`src/rtl/ir_cfg_pkg.sv`:
```
package ir_cfg_pkg;
  localparam int unsigned WORD_W   = 16;
  localparam int unsigned B_LOOP   = 14;
  localparam int unsigned B_TXEN   = 12;
  localparam int unsigned B_RXEN   = 11;
  localparam int unsigned B_MSTR   = 10;
  localparam int unsigned B_CRC16  = 7;
  localparam int unsigned B_FAST   = 6;
  localparam int unsigned B_MED    = 5;
  localparam int unsigned B_SLOW   = 4;
  localparam int unsigned B_PHYEN  = 15;
  localparam logic [WORD_W-1:0] CFG_MASK = 16'h5EF3;

  typedef struct packed {
    logic fast;
    logic med;
    logic slow;
    logic crc16;
  } mode_t;
endpackage

```
`src/rtl/ir_cfg_reg.sv`:
```
module ir_cfg_reg
  import ir_cfg_pkg::*;
#(
  parameter int unsigned W = WORD_W,
  parameter logic [W-1:0] MASK = CFG_MASK
) (
  input  logic         clk_i,
  input  logic         rst_ni,
  input  logic         we_i,
  input  logic [W-1:0] wdata_i,
  output logic [W-1:0] q_o
);
  logic [W-1:0] q;

  always_ff @(posedge clk_i or negedge rst_ni) begin
    if (!rst_ni)   q <= '0;
    else if (we_i) q <= wdata_i & MASK;
  end

  assign q_o = q;
endmodule

```
`src/rtl/ir_mode_latch.sv`:
```
module ir_mode_latch
  import ir_cfg_pkg::*;
(
  input  logic  clk_i,
  input  logic  rst_ni,
  input  logic  en_we_i,
  input  logic  en_bit_i,
  input  mode_t pend_i,
  output logic  en_o,
  output mode_t act_o,
  output logic  err_o
);
  logic  en_q, err_q;
  mode_t act_q;
  logic  rise;
  logic  multi;

  assign rise  = en_we_i && en_bit_i && !en_q;
  assign multi = ({1'b0, pend_i.fast} + {1'b0, pend_i.med} + {1'b0, pend_i.slow}) > 2'd1;

  always_ff @(posedge clk_i or negedge rst_ni) begin
    if (!rst_ni) begin
      en_q  <= 1'b0;
      err_q <= 1'b0;
      act_q <= '0;
    end else begin
      if (en_we_i) en_q <= en_bit_i;
      if (rise) begin
        err_q <= multi;
        // illegal selection: no encoder is switched on
        act_q <= multi ? '{fast: 1'b0, med: 1'b0, slow: 1'b0, crc16: pend_i.crc16} : pend_i;
      end
    end
  end

  assign en_o  = en_q;
  assign act_o = act_q;
  assign err_o = err_q;
endmodule

```
`src/rtl/ir_ring_rst.sv`:
```
module ir_ring_rst (
  input  logic clk_i,
  input  logic rst_ni,
  input  logic mstr_i,
  output logic pulse_o
);
  logic mstr_d;

  always_ff @(posedge clk_i or negedge rst_ni) begin
    if (!rst_ni) mstr_d <= 1'b0;
    else         mstr_d <= mstr_i;
  end

  assign pulse_o = mstr_d && !mstr_i;
endmodule

```
`src/rtl/ir_cfg_gate.sv`:
```
module ir_cfg_gate
  import ir_cfg_pkg::*;
(
  input  logic        clk_i,
  input  logic        rst_ni,
  input  logic        cfg_we_i,
  input  logic [15:0] cfg_wdata_i,
  input  logic        en_we_i,
  input  logic [15:0] en_wdata_i,
  output logic [15:0] cfg_o,
  output logic [15:0] stat_o,
  output logic        mst_run_o,
  output logic        ring_ptr_rst_o
);
  logic [WORD_W-1:0] cfg_q;
  mode_t pend, act;
  logic  en_q, err_q, tx_act, rx_act, gate;

  ir_cfg_reg #(.W(WORD_W), .MASK(CFG_MASK)) u_reg (
    .clk_i, .rst_ni, .we_i(cfg_we_i), .wdata_i(cfg_wdata_i), .q_o(cfg_q)
  );

  assign pend = '{fast: cfg_q[B_FAST], med: cfg_q[B_MED],
                  slow: cfg_q[B_SLOW], crc16: cfg_q[B_CRC16]};

  ir_mode_latch u_latch (
    .clk_i, .rst_ni, .en_we_i, .en_bit_i(en_wdata_i[B_PHYEN]),
    .pend_i(pend), .en_o(en_q), .act_o(act), .err_o(err_q)
  );

  ir_ring_rst u_rrst (
    .clk_i, .rst_ni, .mstr_i(cfg_q[B_MSTR]), .pulse_o(ring_ptr_rst_o)
  );

  assign tx_act    = cfg_q[B_TXEN];
  assign rx_act    = cfg_q[B_RXEN] && (!cfg_q[B_TXEN] || cfg_q[B_LOOP]);
  assign gate      = en_q;
  assign cfg_o     = cfg_q;
  assign mst_run_o = cfg_q[B_MSTR];
  assign stat_o    = {en_q, err_q,
                      gate & act.fast, gate & act.med, gate & act.slow, gate & act.crc16,
                      tx_act, rx_act, 8'h00};
endmodule


```
`config.mk`:
```
export PLATFORM = sky130hd
export DESIGN_NAME = ir_cfg_gate
export DESIGN_NICKNAME = d
export VERILOG_FILES = /design/src/rtl/ir_cfg_pkg.sv /design/src/rtl/ir_cfg_reg.sv /design/src/rtl/ir_mode_latch.sv /design/src/rtl/ir_ring_rst.sv /design/src/rtl/ir_cfg_gate.sv
export SDC_FILE = /design/constraint.sdc
export NUM_CORES = 1
export LEC_CHECK = 0
export ABC_AREA = 0
export BUFFER_PORTS_ARGS = -buffer_cell sky130_fd_sc_hd__buf_2
export CORE_MARGIN = 1
export CORE_UTILIZATION = 41
export DETAILED_ROUTE_END_ITERATION = 6
export PLACE_DENSITY = 0.88
export SETUP_SLACK_MARGIN = 0.4
export SLEW_MARGIN = 25
export SYNTH_ARGS = -nofsm -noshare
export SYNTH_HDL_FRONTEND = slang
export SYNTH_SLANG_ARGS = --single-unit
```
`constraint.sdc`:
```
create_clock -name clk_i -period 2.45 [get_ports clk_i]
set_input_delay 0.1225 -clock clk_i [delete_from_list [all_inputs] [get_ports clk_i]]
set_output_delay 0.1225 -clock clk_i [all_outputs]
set_load 0.005 [all_outputs]
```
==> flow_metrics.env <==
export IMPL_status="finished clean"
export IMPL_core_area_sq_um=2022
export IMPL_crit_type="register to register"
export IMPL_drt_pass1_iterations=2
export IMPL_ys_ff_latch=18
export IMPL_netlist_instances=72
export IMPL_slowest_delay_ns=0.42
export IMPL_p_sw_mw=0.1676
export IMPL_vdd_drop_max_mv=0.3818
export IMPL_holdCritPathClass="primary input to register"
export IMPL_die_h_um=48.97
export IMPL_power_leakage_nw=0.5505
export IMPL_crit_slowest_cell="dfrtp_1"
export IMPL_avgSynthCellArea_sq_um=12.56
export IMPL_synthDistinctLibCells=19
export IMPL_nets=143
export IMPL_dp_hpwl_um=1132
export IMPL_cts_path_max_buffers=2
export IMPL_synth_flop_cell="dfrtp_1"
export IMPL_synth_top_cells_by_count="buf_4, dfrtp_1, mux2_2"
export IMPL_initial_core_util=0.4474
export IMPL_netlist_area_leader_share=0.4979
export IMPL_cellPowerDensity_nw_per_um2=630.1
export IMPL_drc_errors=0
export IMPL_synth_top_family_by_area="multiplexers"
export IMPL_clkTransAtPathRegs_ns=0.09
export IMPL_synth_compound_area_frac=0.03596
export IMPL_fin_setup_tns_ns=0
export IMPL_grt_pass1_vias=561
export IMPL_clock_latency_ns=0.28
export IMPL_synthMuxAreaShare=0.1867
export IMPL_area_delta_synth_final_pct=15.49
export IMPL_finalMaxSlewViolations=0
export IMPL_fp_row_count=16
export IMPL_synth_area_sq_um=904.6
export IMPL_vias=594
export IMPL_ios=70
export IMPL_die_area_sq_um=2398
export IMPL_yosys_top_cells_area="dfrtp_1, buf_4, mux2_2"
export IMPL_grt_pass1_wl_um=2477
export IMPL_swShare=0.2545
export IMPL_drt_iter0_drc=2
export IMPL_fp_dieW_um=48.97
export IMPL_layout_drive_gt1_share=0.5481
export IMPL_fin_ws_ns=1.125
export IMPL_wire_per_inst_um=10.93
export IMPL_pre_cts_ws_ns=1.140
export IMPL_numCtsBuffers=3
export IMPL_overflow=0
export IMPL_critPathRequiredTime_ns=2.62
export IMPL_routed_wirelength_um=1432
export IMPL_grt_usage=0.1357
export IMPL_crit_path_max_fanout=4
export IMPL_place_gp_congestion=0.7174
export IMPL_path_cells="ha_1, a21o_1, mux2_4"
export IMPL_cts_tree="done"
export IMPL_cts_sinks=18
export IMPL_yosys_warnings=0
export IMPL_cts_resized=0
export IMPL_fillers=190
export IMPL_synth_fa_ha_area_frac=0.01383
export IMPL_portBuffers=36
export IMPL_power_frac_seq=0.560
export IMPL_rsz0062_at_grt="false"
export IMPL_cts_root_buf="clkbuf_4"
export IMPL_setup_viol=0
export IMPL_yosys_area_share_simple=0.08160
export IMPL_final_util=0.5167
export IMPL_synth_top_area_cell="dfrtp_1"
export IMPL_antennaDiodeCount=0
export IMPL_clock_fmax_mhz=754.7
export IMPL_synth_edf_count=0
export IMPL_layout_min_cycle_time_ns=1.325
export IMPL_h_tree_depth=1
export IMPL_routed_via_density=4.534
export IMPL_startpoint_type="register"
export IMPL_clock_skew_ns=0.0007457
export IMPL_synthArstFlopShare=1.000
export IMPL_intPower_mw=0.4907
export IMPL_clockPowerShare=0.208
export IMPL_finalCritPeriodShare=0.5408
export IMPL_ant_nets=0
export IMPL_power_mw=0.6583
export IMPL_end_kind="register"
export IMPL_cp_arrival_ns=1.50
export IMPL_post_synth_xor_area_fraction=0
export IMPL_power_frac_comb=0.232
export IMPL_yosysSeqAreaShare=0.4979
export IMPL_hold_viol=0
export IMPL_antenna_found_initial=0
export IMPL_maxCapViolations=0
export IMPL_grt_max_degree=19
[logic make-up (layout without fill, tap and decap cells)]
| family | after synthesis | after routing |
|---|---|---|
| buf+inv | 23 | 43 |
| flops | 18 | 18 |
| mux | 14 | 14 |
| simple gates | 10 | 10 |
| compound gates | 5 | 5 |
| fa+ha+maj | 1 | 1 |
| other cells | 1 | 13 |
[state kept, by name (all words and copies together), names as in the netlist]
signal         count
u_latch.act_o      4
u_latch.en_o       1
u_latch.err_o      1
u_reg.q_o         11
u_rrst.mstr_d      1
[layout by cell type, fill, tap and decap left out, types with 2 or more instances in the layout]
cell      Yosys  layout
buf_2         1      36
conb_1        1      13
mux2_2       11      11
clkbuf_4      0       3
nand4b_1      2       2
mux2_4        3       3
o22ai_1       2       2
dfrtp_1      18      18
and2_2        4       4
inv_1         3       3
[worst max-delay path, delay by kind of cell, from the launching register on]
family,cells,cell delay [ns]
DFF,1,0.42
muxes,1,0.26
AOI/OAI and AO/OA,1,0.21
adders and majority gates,1,0.32
[worst paths after layout]
check	from	end	slack, ns	cells after the start
max	u_reg.q_o[4]	u_latch.err_o	1.13	3
min	cfg_wdata_i[14]	u_reg.q_o[14]	0.05	3
max reg2reg	u_reg.q_o[4]	u_latch.err_o	1.13	3
min reg2reg	u_reg.q_o[10]	u_rrst.mstr_d	0.45	0
max in group asynchronous	rst_ni	u_latch.act_o[1]	1.88	2
min in group asynchronous	rst_ni	u_reg.q_o[11]	0.30	2
[final cells by class]
class | count | area (sq um) | area share
Tap cell | 27 | 33.78 | 0.03234
Timing Repair Buffer | 37 | 190.2 | 0.1820
Sequential cell | 18 | 450.4 | 0.4311
Clock buffer | 3 | 22.52 | 0.02156
Inverter | 3 | 11.26 | 0.01078
Multi-Input combinational cell | 43 | 336.6 | 0.3222
[metal layers]
layer  share of wire  GRT usage
met1            0.39     0.1468
met2            0.52     0.2384
met3           0.084    0.04673
met4               0    0.05882
met5               0          0
[repair_timing]
action / 4_1_cts / 5_1_grt
hold buffers: 1 / 0
endpoints found under the hold margin: 18 / 0
setup buffers: 0 / 0
[power by group through the flow]
| stage | sequential [mW] | combinational [mW] | clock, mW |
|---|---|---|---|
| final | 0.369 | 0.153 | 0.137 |
| after global routing | 0.375 | 0.169 | 0.157 |
| after CTS | 0.370 | 0.154 | 0.141 |
| after detailed placement | 0.376 | 0.153 | 0 |
| after global placement | 0.372 | 0.149 | 0 |
| after floorplan | 0.370 | 0.120 | 0 |
[stage by stage]
step | cell area [sq um] | cells | hold slack, ns
after floorplan | 949.7 | 84 | -0.1731
after global placement | 1012 | 127 | 0.06219
after detailed placement | 1012 | 127 | 0.06387
after CTS | 1045 | 131 | 0.04663
after global routing | 1045 | 131 | 0.04564
final | 1045 | 131 | 0.05205
Power figures use the tool's default switching activity.
